File: src/rtl/tmem_pkg.sv
package tmem_pkg;

  typedef enum logic [1:0] {
    OP_READ  = 2'd0,
    OP_WRITE = 2'd1,
    OP_FLUSH = 2'd2,
    OP_NOP   = 2'd3
  } tmem_op_e;

  function automatic logic op_moves_data(input logic [1:0] op);
    return (op == OP_READ) || (op == OP_WRITE);
  endfunction

endpackage

File: src/rtl/tmem_store.sv
module tmem_store #(
  parameter int ADDR_W = 6,
  parameter int DATA_W = 32
) (
  input  logic                  clk,
  input  logic                  rst_n,
  input  logic                  we_i,
  input  logic [ADDR_W-1:0]     addr_i,
  input  logic [DATA_W-1:0]     wdata_i,
  input  logic [DATA_W/8-1:0]   be_i,
  output logic [DATA_W-1:0]     rdata_o
);
  localparam int LANES = DATA_W / 8;
  localparam int OFF_W = (LANES > 1) ? $clog2(LANES) : 1;
  localparam int IDX_W = ADDR_W - OFF_W;
  localparam int WORDS = 1 << IDX_W;

  logic [IDX_W-1:0] idx;
  logic [OFF_W-1:0] unused_offset;

  assign idx           = addr_i[ADDR_W-1:OFF_W];
  assign unused_offset = addr_i[OFF_W-1:0];

  for (genvar b = 0; b < LANES; b++) begin : g_lane
    logic [7:0] lane_q [WORDS];

    always_ff @(posedge clk) begin
      if (!rst_n) begin
        for (int w = 0; w < WORDS; w++) lane_q[w] <= 8'h00;
      end else if (we_i && be_i[b]) begin
        lane_q[idx] <= wdata_i[8*b +: 8];
      end
    end

    assign rdata_o[8*b +: 8] = lane_q[idx];
  end

endmodule

File: src/rtl/tmem_lfsr.sv
module tmem_lfsr #(
  parameter int              W     = 16,
  parameter int              OUT_W = 8,
  parameter logic [W-1:0]    TAPS  = 16'hB400,
  parameter logic [W-1:0]    SEED  = 16'hACE1
) (
  input  logic             clk,
  input  logic             rst_n,
  input  logic [OUT_W-1:0] bound_i,
  output logic [OUT_W-1:0] rand_o
);
  localparam int PROD_W = 2 * OUT_W + 1;

  logic [W-1:0]      state_q;
  logic [PROD_W-1:0] prod;
  logic [OUT_W:0]    span;
  logic              unused_prod;

  always_ff @(posedge clk) begin
    if (!rst_n) state_q <= SEED;
    else        state_q <= {1'b0, state_q[W-1:1]} ^ (state_q[0] ? TAPS : '0);
  end

  // scale an OUT_W-bit sample into 0..bound by multiply and shift
  assign span        = {1'b0, bound_i} + 1'b1;
  assign prod        = PROD_W'(state_q[OUT_W-1:0]) * PROD_W'(span);
  assign rand_o      = prod[2*OUT_W-1:OUT_W];
  assign unused_prod = ^{prod[PROD_W-1], prod[OUT_W-1:0]};

  AST_RAND_BOUND: assert property (@(posedge clk) disable iff (!rst_n)
    rand_o <= bound_i);

endmodule

File: src/rtl/tmem_busy_ctrl.sv
module tmem_busy_ctrl #(
  parameter int DUR_W = 8
) (
  input  logic             clk,
  input  logic             rst_n,
  input  logic             load_i,
  input  logic [DUR_W-1:0] dur_i,
  input  logic             refuse_i,
  input  logic             full_i,
  output logic             busy_o,
  output logic             owed_o,
  output logic             retry_o
);
  logic [DUR_W-1:0] cnt_q;
  logic             owed_q;
  logic             retry_q;
  logic             settle;

  assign settle = owed_q && (cnt_q == '0) && !full_i;

  always_ff @(posedge clk) begin
    if (!rst_n) begin
      cnt_q <= '0;
    end else if (load_i) begin
      cnt_q <= dur_i;
    end else if (cnt_q != '0) begin
      cnt_q <= cnt_q - 1'b1;
    end
  end

  always_ff @(posedge clk) begin
    if (!rst_n) begin
      owed_q  <= 1'b0;
      retry_q <= 1'b0;
    end else begin
      retry_q <= settle;
      if (refuse_i)    owed_q <= 1'b1;
      else if (settle) owed_q <= 1'b0;
    end
  end

  assign busy_o  = (cnt_q != '0);
  assign owed_o  = owed_q;
  assign retry_o = retry_q;

  AST_BUSY_COUNTDOWN: assert property (@(posedge clk) disable iff (!rst_n)
    (cnt_q != '0 && !load_i) |=> cnt_q == $past(cnt_q) - 1'b1);
  AST_RETRY_ONE_CYCLE: assert property (@(posedge clk) disable iff (!rst_n)
    retry_q |=> !retry_q);
  AST_RETRY_WHEN_IDLE: assert property (@(posedge clk) disable iff (!rst_n)
    retry_q |-> (cnt_q == '0) && !owed_q);

endmodule

File: src/rtl/tmem_rsp_queue.sv
module tmem_rsp_queue #(
  parameter int DEPTH  = 4,
  parameter int DATA_W = 32,
  parameter int DLY_W  = 9,
  parameter int TIME_W = 16
) (
  input  logic              clk,
  input  logic              rst_n,
  input  logic              push_i,
  input  logic [1:0]        push_op_i,
  input  logic [DATA_W-1:0] push_data_i,
  input  logic [DLY_W-1:0]  push_dly_i,
  input  logic              pop_ready_i,
  output logic              valid_o,
  output logic [1:0]        op_o,
  output logic [DATA_W-1:0] data_o,
  output logic              full_o
);
  localparam int PTR_W = (DEPTH > 1) ? $clog2(DEPTH) : 1;
  localparam int CNT_W = $clog2(DEPTH + 1);

  logic [TIME_W-1:0] now_q;
  logic [TIME_W-1:0] due_q  [DEPTH];
  logic [1:0]        op_q   [DEPTH];
  logic [DATA_W-1:0] data_q [DEPTH];
  logic [PTR_W-1:0]  wr_ptr, rd_ptr;
  logic [CNT_W-1:0]  cnt_q;
  logic [TIME_W-1:0] head_age;
  logic              pop;

  function automatic logic [PTR_W-1:0] bump(input logic [PTR_W-1:0] p);
    return (p == PTR_W'(DEPTH - 1)) ? '0 : p + 1'b1;
  endfunction

  always_ff @(posedge clk) begin
    if (!rst_n) now_q <= '0;
    else        now_q <= now_q + 1'b1;
  end

  always_ff @(posedge clk) begin
    if (push_i) begin
      due_q[wr_ptr]  <= now_q + TIME_W'(push_dly_i) + 1'b1;
      op_q[wr_ptr]   <= push_op_i;
      data_q[wr_ptr] <= push_data_i;
    end
  end

  always_ff @(posedge clk) begin
    if (!rst_n) begin
      wr_ptr <= '0;
      rd_ptr <= '0;
      cnt_q  <= '0;
    end else begin
      if (push_i) wr_ptr <= bump(wr_ptr);
      if (pop)    rd_ptr <= bump(rd_ptr);
      case ({push_i, pop})
        2'b10:   cnt_q <= cnt_q + 1'b1;
        2'b01:   cnt_q <= cnt_q - 1'b1;
        default: cnt_q <= cnt_q;
      endcase
    end
  end

  // head is due once now has reached its stamp (wrap-safe compare)
  assign head_age = now_q - due_q[rd_ptr];
  assign valid_o  = (cnt_q != '0) && !head_age[TIME_W-1];
  assign pop      = valid_o && pop_ready_i;
  assign op_o     = op_q[rd_ptr];
  assign data_o   = data_q[rd_ptr];
  assign full_o   = (cnt_q == CNT_W'(DEPTH));

  AST_NO_OVERFLOW: assert property (@(posedge clk) disable iff (!rst_n)
    push_i |-> !full_o);
  AST_RSP_HOLD: assert property (@(posedge clk) disable iff (!rst_n)
    (valid_o && !pop_ready_i) |=> valid_o && $stable(data_o) && $stable(op_o));

endmodule

File: src/rtl/tmem_target.sv
module tmem_target #(
  parameter int ADDR_W = 6,
  parameter int DATA_W = 32,
  parameter int SIZE_W = 4,
  parameter int COST_W = 4,
  parameter int LAT_W  = 8,
  parameter int DEPTH  = 4,
  parameter int TIME_W = 16
) (
  input  logic                clk,
  input  logic                rst_n,
  input  logic [LAT_W-1:0]    cfg_base_lat,
  input  logic [LAT_W-1:0]    cfg_lat_var,
  input  logic [COST_W-1:0]   cfg_byte_cost,
  input  logic                req_valid,
  output logic                req_ready,
  input  logic [1:0]          req_op,
  input  logic                req_inhibit,
  input  logic                req_need_rsp,
  input  logic [ADDR_W-1:0]   req_addr,
  input  logic [DATA_W-1:0]   req_wdata,
  input  logic [DATA_W/8-1:0] req_be,
  input  logic [SIZE_W-1:0]   req_size,
  output logic                retry_pulse,
  output logic                rsp_valid,
  input  logic                rsp_ready,
  output logic [1:0]          rsp_op,
  output logic [DATA_W-1:0]   rsp_data
);
  import tmem_pkg::*;

  localparam int DUR_W = SIZE_W + COST_W;
  localparam int DLY_W = LAT_W + 1;

  logic              busy, owed, q_full;
  logic              blocked, taken, fire;
  logic              store_we, busy_load, q_push, refuse;
  logic [DUR_W-1:0]  dur;
  logic [DATA_W-1:0] rdata;
  logic [LAT_W-1:0]  rnd;
  logic [DLY_W-1:0]  dly;

  assign dur     = DUR_W'(req_size) * DUR_W'(cfg_byte_cost);
  assign blocked = busy || (req_need_rsp && q_full);

  assign req_ready = req_inhibit || (!owed && !blocked);
  assign taken     = req_valid && req_ready;
  assign fire      = taken && !req_inhibit;
  assign store_we  = fire && (req_op == OP_WRITE);
  assign busy_load = fire && op_moves_data(req_op) && (dur != '0);
  assign q_push    = fire && req_need_rsp;
  assign refuse    = req_valid && !req_inhibit && !owed && blocked;
  assign dly       = DLY_W'(cfg_base_lat) + DLY_W'(rnd);

  tmem_store #(.ADDR_W(ADDR_W), .DATA_W(DATA_W)) u_store (
    .clk     (clk),
    .rst_n   (rst_n),
    .we_i    (store_we),
    .addr_i  (req_addr),
    .wdata_i (req_wdata),
    .be_i    (req_be),
    .rdata_o (rdata)
  );

  tmem_busy_ctrl #(.DUR_W(DUR_W)) u_busy (
    .clk      (clk),
    .rst_n    (rst_n),
    .load_i   (busy_load),
    .dur_i    (dur),
    .refuse_i (refuse),
    .full_i   (q_full),
    .busy_o   (busy),
    .owed_o   (owed),
    .retry_o  (retry_pulse)
  );

  tmem_lfsr #(.W(16), .OUT_W(LAT_W)) u_rng (
    .clk     (clk),
    .rst_n   (rst_n),
    .bound_i (cfg_lat_var),
    .rand_o  (rnd)
  );

  tmem_rsp_queue #(
    .DEPTH(DEPTH), .DATA_W(DATA_W), .DLY_W(DLY_W), .TIME_W(TIME_W)
  ) u_queue (
    .clk         (clk),
    .rst_n       (rst_n),
    .push_i      (q_push),
    .push_op_i   (req_op),
    .push_data_i ((req_op == OP_READ) ? rdata : '0),
    .push_dly_i  (dly),
    .pop_ready_i (rsp_ready),
    .valid_o     (rsp_valid),
    .op_o        (rsp_op),
    .data_o      (rsp_data),
    .full_o      (q_full)
  );

  AST_OWED_FREEZES: assert property (@(posedge clk) disable iff (!rst_n)
    (owed && req_valid && !req_inhibit) |-> !store_we && !q_push && !busy_load);
  AST_INHIBIT_DROPS: assert property (@(posedge clk) disable iff (!rst_n)
    (req_valid && req_inhibit) |-> req_ready && !store_we && !q_push && !busy_load);
  AST_ZERO_DUR_IDLE: assert property (@(posedge clk) disable iff (!rst_n)
    (fire && dur == '0 && !busy) |=> !busy);

endmodule

File: config.mk
export PLATFORM = sky130hd
export DESIGN_NAME = tmem_target
export DESIGN_NICKNAME = d
export VERILOG_FILES = /design/src/rtl/tmem_pkg.sv /design/src/rtl/tmem_store.sv /design/src/rtl/tmem_lfsr.sv /design/src/rtl/tmem_busy_ctrl.sv /design/src/rtl/tmem_rsp_queue.sv /design/src/rtl/tmem_target.sv
export SDC_FILE = /design/constraint.sdc
export NUM_CORES = 1
export LEC_CHECK = 0
export BUFFER_PORTS_ARGS = -buffer_cell sky130_fd_sc_hd__buf_2
export CAP_MARGIN = 5
export CORE_MARGIN = 2
export CORE_UTILIZATION = 40
export CTS_CLUSTER_SIZE = 12
export DETAILED_ROUTE_END_ITERATION = 12
export GPL_TIMING_DRIVEN = 0
export SLEW_MARGIN = 20
export SYNTH_ARGS = -nofsm -noshare
export SYNTH_HDL_FRONTEND = slang
export SYNTH_SLANG_ARGS = --single-unit
File: constraint.sdc
create_clock -name clk -period 9.85 [get_ports clk]
set_input_delay 1.4775 -clock clk [delete_from_list [all_inputs] [get_ports clk]]
set_output_delay 1.4775 -clock clk [all_outputs]
set_load 0.02 [all_outputs]
==> run metrics, run 1 <==
outcome=completed; row cnt=111; crit path max fanout=9; total track usage=0.212; largest net degree at the start of global routing=41; Worst-Margin Slew=1250 ps; Max H-tree Level=3; reg2reg end=u_queue.due_q[3][13]; asr flop ratio synth=0; Post-CTS Setup Repair Bufs=0; Via density=5.61; Synth warnings=0; Total Power=8520 uW; Port Buffers=106; # IOs=111; Clock Skews=42.5 ps; worst r2r src=u_rng.state_q[5]; mean area per synthesized cell=14.8 um^2; GRT Residual Overflow=0; CTS Hold Bufs=0; minimum clock period=8470 ps; initial antenna violation count=6; Post-CTS Resized=0; # diodes=0; Die Ht=309 um; reg2reg setup slack=2990 ps; start point of the worst hold path=u_rng.state_q[8]; EDFF count, synth=712; wire length per cell=24.9 um; Hold/Removal Path Class=register to register; fmax=118 MHz; gpl congestion=0.857; clock slew at the register clock pins of the worst setup and hold paths=70 ps; layout cell share with drive strength beyond 1=0.199; number of routed nets with antenna violations=0; MaxCap Viol Count=0; Inserted Clock Buffers=84; RSZ-0062 raised after global routing=false; most common flop cell mapped by yosys=edfxtp_1; first-pass GRT wire length=150 mm; Pre-Repair DR Iteration Count=6; crit end category=register; Mapped Nets=2717; Initial Utilization=0.404; Longest Clk Path Bufs=3; final hold violations=0; CP Data Arrival Time=8780 ps; Pwr Density=203 nW/um^2; CTS tree=yes; clk_lat worst skew=650 ps; hpwl dp=73.2 mm; area delta synth->final=13.2%; fin util=0.458; WP data required=10160 ps; Nets=2914; worst hold path depth=1; fin crit share=0.860; via count=22600; CP startpoint kind=input port; VDD IR max=0.118 mV; mapped cell area=37100 um^2; max-slew violation count=0; core area=91800 um^2; Routed WL=100 mm; max_slew headroom=0.166; CTS sink count=763; fill count=8063; number of global-route vias before repair=23600; Seq/Total Area, Yosys=0.603; post-synthesis register bit count=763; P_leak=0.0172 uW; endpoints failing setup=0; Crit Path Category=input port to register; R2R depth=21; Total Neg Setup Slack=0 ps; initial detailed-routing violation count=2462; DIE AREA=95300 um^2; DRC Markers=0; WHS Endpoint=u_rng.state_q[7]; Die Width=309 um; root buf cell=clkbuf_16; Yosys cell types=54; Synth Instances=2513
## Yosys cell counts, types with 2 or more instances
cell type  instances  area [um^2]
edfxtp_1         712        21400
clkbuf_2          32          160
or2_2              4         25.0
buf_2             32          160
inv_1            109          409
and3_1           516         3230
nand2_1          185          694
nor3b_1            2         15.0
mux4_2           210         4730
nor4_1             5         31.3
o21bai_1           3         22.5
nand2b_1          21          131
ha_1              77          963
nand4_1            7         43.8
nor3_1            20          100
dfxtp_1           51         1020
and4_1             3         26.3
buf_8              3         45.0
a211oi_1           2         15.0
a31oi_1            2         12.5
o21a_1             2         15.0
clkbuf_1         102          383
fa_1              53         1060
a21boi_0           2         15.0
nor2b_1           62          388
or4b_1             2         20.0
buf_6             30          338
o22ai_1            2         12.5
a21o_1            13         97.6
o31ai_1            2         15.0
and2_1            49          307
buf_4              6         45.0
or3_1              7         43.8
o211ai_1           5         37.5
xnor2_1           34          298
buf_1              9         33.8
o2111ai_1          3         26.3
mux2i_1            7         70.1
xor2_1            17          149
o21ai_0           16         80.1
nand3_1           12         60.1
a21oi_1           30          150
nor2_1            41          154
## flip-flops by register name (all words and copies together), names as in the netlist, named ones only
name                   cells
u_rng.state_q             16
u_busy.retry_o             1
u_store.g_lane.lane_q    512
u_queue.now_q             16
u_busy.owed_o              1
u_queue.data_q           128
u_queue.due_q             64
u_queue.wr_ptr             2
u_queue.cnt_q              3
u_queue.op_q               8
u_queue.rd_ptr             2
u_busy.cnt_q               8
## through the flow
step / instances / hold slack (ps) / area, um^2 / setup WS (ps)
after global routing: 4022 / 431 / 42000 / 899
after global placement: 3862 / 393 / 39200 / 749
after floorplan: 2513 / 386 / 37100 / 2030
after detailed placement: 3867 / 405 / 39400 / 727
after CTS: 4022 / 415 / 42000 / 1320
final: 4022 / 411 / 42000 / 1380
## kinds of logic (layout without fill, tap and decap cells)
group | Yosys count | count (layout) | share of synthesized area
simple gates | 942 | 942 | 0.143
flops | 763 | 763 | 0.603
buf+inv | 324 | 590 | 0.0425
mux | 217 | 217 | 0.129
fa+ha+maj | 130 | 130 | 0.0545
compound gates | 86 | 86 | 0.0146
xor+xnor | 51 | 51 | 0.0120
## critical path, cell delays in order
cell	delay, ps
buf_2	180
ha_1	220
nand3_1	130
or2_2	340
xor2_1	540
nor2b_1	150
fa_1	560
inv_1	60
fa_1	570
fa_1	440
fa_1	500
inv_1	50
ha_1	310
a21o_1	170
a41o_1	280
a211oi_1	350
o21bai_1	130
xnor2_1	190
fa_1	510
inv_1	50
ha_1	200
nor3_1	310
a21boi_0	550
o21a_1	300
o211ai_1	210
## area by class of cell
type                    instances  area (um^2)  share of cell area
plain buffers                 214         1170              0.0278
clock buffers                 116         2320              0.0551
clock inverters                39          347             0.00825
inverters                     110          413             0.00983
multi-input cells            1426        13200               0.314
flip-flops and latches        763        22400               0.533
well taps                    1243         1560              0.0370
repair buffers                111          646              0.0154
## power by group
group | total (uW) | internal, uW | switching (uW) | leakage [uW]
Sequential | 3880 | 3830 | 43.7 | 0.00754
Combinational | 1570 | 609 | 965 | 0.00835
Clock | 3070 | 1780 | 1290 | 0.00129
Total | 8520 | 6220 | 2300 | 0.0172
## how the worst max path moves through the flow
stage | start | endpoint | slack, ps | cells past startpoint
after floorplan | cfg_lat_var[0] | u_queue.due_q[0][11] | 2030 | 24
after global placement | cfg_lat_var[0] | u_queue.due_q[2][13] | 750 | 25
after detailed placement | cfg_lat_var[0] | u_queue.due_q[3][13] | 730 | 25
after CTS | cfg_lat_var[0] | u_queue.due_q[3][13] | 1320 | 25
after global routing | cfg_lat_var[0] | u_queue.due_q[1][13] | 900 | 25
final | cfg_lat_var[0] | u_queue.due_q[3][13] | 1380 | 25
## per-layer routing
layer	wire, um	GRT usage	up-vias
met4	2770	0.0650	2
met5	13	0	-
li1	-	-	9901
met1	40300	0.276	11600
met3	7430	0.0379	169
met2	49600	0.361	928
## cell usage in the layout, fill, tap and decap left out, types with 5 or more instances in the layout
master	synthesis	final
nand3_1	12	12
nor3_1	20	16
nand2b_1	21	21
buf_1	9	8
nand4_1	7	7
nand2_1	185	185
a21oi_1	30	30
xor2_1	17	17
buf_2	32	139
and2_1	49	45
clkbuf_2	32	33
o21ai_0	16	16
mux2i_1	7	7
or3_1	7	7
nor2b_1	62	62
nor2_1	41	41
fa_1	53	53
buf_4	6	6
inv_1	109	109
buf_6	30	30
xnor2_1	34	34
mux4_2	210	210
a21o_1	13	13
bufinv_16	0	5
clkinv_2	0	11
clkbuf_1	102	129
o211ai_1	5	5
clkbuf_16	0	88
ha_1	77	77
dfxtp_1	51	51
and3_1	516	516
clkinv_1	1	16
edfxtp_1	712	712
(Power assumes the default switching activity.)
==> run 2: changes to the inputs <==
--- a/config.mk
+++ b/config.mk
@@ -5,12 +5,12 @@
 export SDC_FILE = /design/constraint.sdc
 export NUM_CORES = 1
 export LEC_CHECK = 0
-export BUFFER_PORTS_ARGS = -buffer_cell sky130_fd_sc_hd__buf_2
 export CAP_MARGIN = 5
 export CORE_MARGIN = 2
 export CORE_UTILIZATION = 40
 export CTS_CLUSTER_SIZE = 12
 export DETAILED_ROUTE_END_ITERATION = 12
+export DONT_BUFFER_PORTS = 1
 export GPL_TIMING_DRIVEN = 0
 export SLEW_MARGIN = 20
 export SYNTH_ARGS = -nofsm -noshare
==> run 2 against run 1 <==
- maximum frequency is 1.8% higher
- sequential power barely moved
- clock power down 4%
- worst setup slack better by 150 ps
- critical path type unchanged
- largest power group unchanged
==> run metrics, run 2 (synthesis gave the netlist of run 1 again) <==
Via density=5.65; Hold/Removal Path Class=register to register; Top Family by Delay on Critical Path=adder cells; # diodes=0; fill count=8068; total track usage=0.211; root buf cell=clkbuf_16; DRC Markers=0; hpwl dp=72.8 mm; Die Ht=309 um; GRT Residual Overflow=0; Crit path top cell by count=fa_1; CTS sink count=763; number of global-route vias before repair=23000; Total Power=8360 uW; Reg area=22400 um^2; Total Neg Setup Slack=0 ps; minimum clock period=8320 ps; crit end category=register; outcome=completed; endpoints failing setup=0; CP Data Arrival Time=8650 ps; MaxCap Viol Count=0; # IOs=111; number of routed nets with antenna violations=0; Worst-Margin Slew=1210 ps; area delta synth->final=11.3%; CTS tree=yes; gpl congestion=0.858; R2R depth=21; Inserted Clock Buffers=83; Die Width=309 um; clock slew at the register clock pins of the worst setup and hold paths=60 ps; core area=91800 um^2; WP data required=10180 ps; Reg with most FFs=u_store.g_lane.lane_q; final hold violations=0; clk_lat worst skew=640 ps; CP Buf/Inv Count=3; final instance area=41300 um^2; crit path max fanout=9; WHS Endpoint=u_rng.state_q[7]; max-slew violation count=0; Initial Utilization=0.404; commonest non-fill, non-tap cell in the layout=edfxtp_1; critical path's largest stage delay=630 ps; DIE AREA=95300 um^2; Pre-Repair DR Iteration Count=6; Nets=2807; Post-CTS Resized=0; CTS Hold Bufs=0; Placed Area=38800 um^2; Crit Path Category=input port to register; Port Buffers=0; Pwr Density=202 nW/um^2; Max H-tree Level=3; Post-CTS Setup Repair Bufs=0; layout cell share with drive strength beyond 1=0.164; Longest Clk Path Bufs=3; Routed WL=99.3 mm; worst path cell trace=ha_1 -> nand3_1 -> or2_2 -> xor2_1 -> nor2b_1 -> fa_1 -> inv_1 -> fa_1 -> fa_1 -> fa_1 -> inv_1 -> ha_1 -> a21o_1 -> a41o_1 -> a211oi_1 -> o21bai_1 -> xnor2_1 -> fa_1 -> inv_1 -> ha_1 -> nor3_1 -> a21boi_0 -> o21a_1 -> o211ai_1; fmax=120 MHz; max_slew headroom=0.189; via count=22100; P_leak=0.0167 uW; first-pass GRT wire length=149 mm; slowest cell on the critical path=a21boi_0; Largest register FFs=512; VDD IR max=0.152 mV; top flop regs=u_store.g_lane.lane_q x512, u_queue.data_q x128, u_queue.due_q x64; start point of the worst hold path=u_rng.state_q[8]; reg2reg end=u_queue.due_q[0][13]; RSZ-0062 raised after global routing=false; largest net degree at the start of global routing=41; commonest cells after routing, fill and taps aside=712 x edfxtp_1, 516 x and3_1, 210 x mux4_2; Multi-input gate area=13200 um^2; CP startpoint kind=input port; wire length per cell=25.4 um; Clock Skews=29.0 ps; reg2reg setup slack=2890 ps; worst hold path depth=1; worst r2r src=u_rng.state_q[5]; fin crit share=0.845; row cnt=111; initial antenna violation count=4; initial detailed-routing violation count=2406
## run 2: changes by cell type in the layout (fill, tap and decap cells not counted), sizes merged
cell      previous run  this run
bufinv               5         4
buf                190        85
clkinv              30        24
clkbuf             251       249
inv                111       112
clkinvlp             3         0
## run 2: through the flow
stage	util	instances	worst slack, ps	hold WS, ps
finish	0.450	3906	1530	408
detailed placement	0.423	3761	814	396
global placement	0.421	3756	892	400
CTS	0.450	3906	1490	407
floorplan	-	2513	2030	386
global route	0.450	3906	991	416
## run 2: final cells by class
type                            instances  area share
Sequential cell                       763       0.542
Tap cell                             1243      0.0376
Multi-Input combinational cell       1426       0.319
Clock inverter                         30     0.00596
Inverter                              110     0.00999
Buffer                                214      0.0282
Timing Repair Buffer                    5     0.00279
Clock buffer                          115      0.0544
## run 2: where the power goes
part / internal, uW / switching (uW)
sequential: 3830 / 44.8
clock: 1690 / 1240
combinational: 592 / 954
total: 6120 / 2240
## run 2: worst max-delay path by stage
stage | start | to | slack [ps] | cells after the start
2_1_floorplan | cfg_lat_var[0] | u_queue.due_q[0][11] | 2030 | 24
3_3_place_gp | cfg_lat_var[0] | u_queue.due_q[0][13] | 890 | 24
3_5_place_dp | cfg_lat_var[0] | u_queue.due_q[3][13] | 810 | 24
4_1_cts | cfg_lat_var[0] | u_queue.due_q[0][13] | 1490 | 24
5_1_grt | cfg_lat_var[0] | u_queue.due_q[2][13] | 990 | 24
6_report | cfg_lat_var[0] | u_queue.due_q[0][13] | 1530 | 24
## run 2: metal layers
layer	global-route usage	vias to the layer above	part of all wire
met3	0.0497	163	0.079
met5	0	-	0.00013
met1	0.272	11300	0.40
li1	-	9693	-
met2	0.352	876	0.49
met4	0.0665	2	0.031
==> run 3: changes to the inputs <==
==> constraint.sdc (replaced) <==
create_clock -name clk -period 6.7 [get_ports clk]
set_input_delay 1.005 -clock clk [delete_from_list [all_inputs] [get_ports clk]]
set_output_delay 1.005 -clock clk [all_outputs]
set_load 0.02 [all_outputs]
==> run 3 against run 2 <==
- flip-flop and latch count stayed put
- first-iteration DRC count is 2.3% lower
- sequential share of layout area is 0.84 points lower
- critical path type unchanged
- register-to-register slack worse by 2500 ps
- largest cell class unchanged
- hold slack worse by 1.3 ps
- final cell count is 0.59% higher
==> run metrics, run 3 (synthesis gave the netlist of run 1 again) <==
global-route met1 utilization=0.273; fin crit share=0.978; Port Buffers=0; Initial Utilization=0.404; number of routed nets with antenna violations=0; max_slew headroom=0.191; CTS Hold Bufs=0; Largest register FFs=512; final hold violations=0; # diodes=0; VDD IR max=0.297 mV; clk_lat worst skew=650 ps; max-slew violation count=0; Via density=5.71; MaxCap Viol Count=0; Worst-Margin Slew=1210 ps; outcome=completed; pre-CTS setup slack=-967 ps; PnR worst setup slack=145 ps; minimum clock period=6550 ps; reg2reg setup slack=390 ps; Die Ht=309 um; gpl congestion=0.858; initial detailed-routing violation count=2351; Total Power=12900 uW; clock slew at the register clock pins of the worst setup and hold paths=60 ps; via count=22400; endpoints failing setup=0; crit end category=register; Die Width=309 um; RSZ-0062 raised after global routing=true; fill count=8016; busiest grt layer=met2; worst path cell trace=ha_4 -> nand3_4 -> xor2_4 -> nand2b_1 -> fa_1 -> fa_1 -> inv_1 -> fa_1 -> fa_1 -> ha_4 -> a21o_1 -> a21o_1 -> a41o_4 -> a211oi_2 -> o21bai_1 -> xnor2_2 -> fa_1 -> inv_2 -> ha_4 -> nor3_4 -> a21boi_4 -> o21a_2 -> o211ai_1 -> buf_4; commonest non-fill, non-tap cell in the layout=edfxtp_1; Pre-Repair DR Iteration Count=6; Routed WL=101 mm; Nets=2823; R2R depth=22; crit path max fanout=5; Setup crit start=cfg_lat_var[1]; Hold WS=407 ps; worst r2r src=u_rng.state_q[5]; CP Data Arrival Time=6930 ps; Hold/Removal Path Class=register to register; top flop regs=u_store.g_lane.lane_q x512, u_queue.data_q x128, u_queue.due_q x64; initial antenna violation count=7; reg2reg end=u_queue.due_q[3][13]; slowest cell on the critical path=fa_1; Max H-tree Level=3; commonest cells after routing, fill and taps aside=712 x edfxtp_1, 515 x and3_1, 210 x mux4_2; DRC Markers=0; Critical Path End=u_queue.due_q[3][13]; wire length per cell=25.8 um; largest net degree at the start of global routing=42; hpwl dp=73.2 mm; Crit path top cell by count=fa_1; Clock Skews=26.0 ps; area delta synth->final=13.1%; Reg with most FFs=u_store.g_lane.lane_q; number of global-route vias before repair=23200; Inserted Clock Buffers=86; Pwr Density=308 nW/um^2; GRT Residual Overflow=0; CP startpoint kind=input port; met2 usage=0.359; CTS tree=yes; DIE AREA=95300 um^2; CTS sink count=763; WP data required=7080 ps; # IOs=111; met3 Use GR=0.0456; critical path's largest stage delay=550 ps; layout cell share with drive strength beyond 1=0.188; core area=91800 um^2; root buf cell=clkbuf_16; Longest Clk Path Bufs=3; fmax=153 MHz; first-pass GRT wire length=150 mm; P_leak=0.0169 uW; row cnt=111; Crit Path Category=input port to register; total track usage=0.213
run 3: layer usage:
metal	vias up	share of wire
li1	9718	-
met1	11600	0.40
met2	903	0.49
met3	194	0.078
met4	6	0.034
met5	-	0.00045
run 3: metrics by stage:
stage	cells	setup TNS [ps]	instance area (um^2)	util
finish	3929	0	42000	0.457
global route	3929	-452	42000	0.457
CTS	3920	0	41700	0.455
global placement	3756	-29840	38800	0.423
detailed placement	3762	-36420	39000	0.425
floorplan	2513	-875	37300	-
run 3: worst min path at each step:
stage                      startpoint           endpoint  cells past startpoint  slack [ps]
detailed placement   u_rng.state_q[8]   u_rng.state_q[7]                      1         400
finish               u_rng.state_q[8]   u_rng.state_q[7]                      1         410
CTS                  u_rng.state_q[8]   u_rng.state_q[7]                      1         410
global placement     u_rng.state_q[8]   u_rng.state_q[7]                      1         390
global route         u_rng.state_q[8]   u_rng.state_q[7]                      1         420
floorplan           u_rng.state_q[12]  u_rng.state_q[11]                      1         390
run 3: cell type report:
type / count / area [um^2] / share of cell area
Clock buffer: 111 / 2270 / 0.0540
Inverter: 110 / 413 / 0.00984
Buffer: 214 / 1160 / 0.0278
Timing Repair Buffer: 18 / 219 / 0.00522
Clock inverter: 44 / 404 / 0.00963
Tap cell: 1243 / 1560 / 0.0371
Multi-Input combinational cell: 1426 / 13500 / 0.323
Sequential cell: 763 / 22400 / 0.534
run 3: timing repair:
action	in CTS	in global routing
endpoints found under the setup margin	40	44
setup buffers	3	9
resized for setup	11	28
pin swaps	5	19
run 3: worst max-delay path: cells and delay by family:
family                     cells  cell delay [ps]
adders and majority gates      8             3080
AOI/OAI and AO/OA              8             1610
and+or+nand+nor                3              580
xor gates and xnor gates       2              380
buffers and inverters          3              260
run 3: where the power goes:
| part | total, uW | internal [uW] | switching (uW) | leakage [uW] |
|---|---|---|---|---|
| Clock | 4540 | 2590 | 1940 | 0.00130 |
| Combinational | 2670 | 1060 | 1610 | 0.00807 |
| Sequential | 5700 | 5640 | 64.9 | 0.00754 |
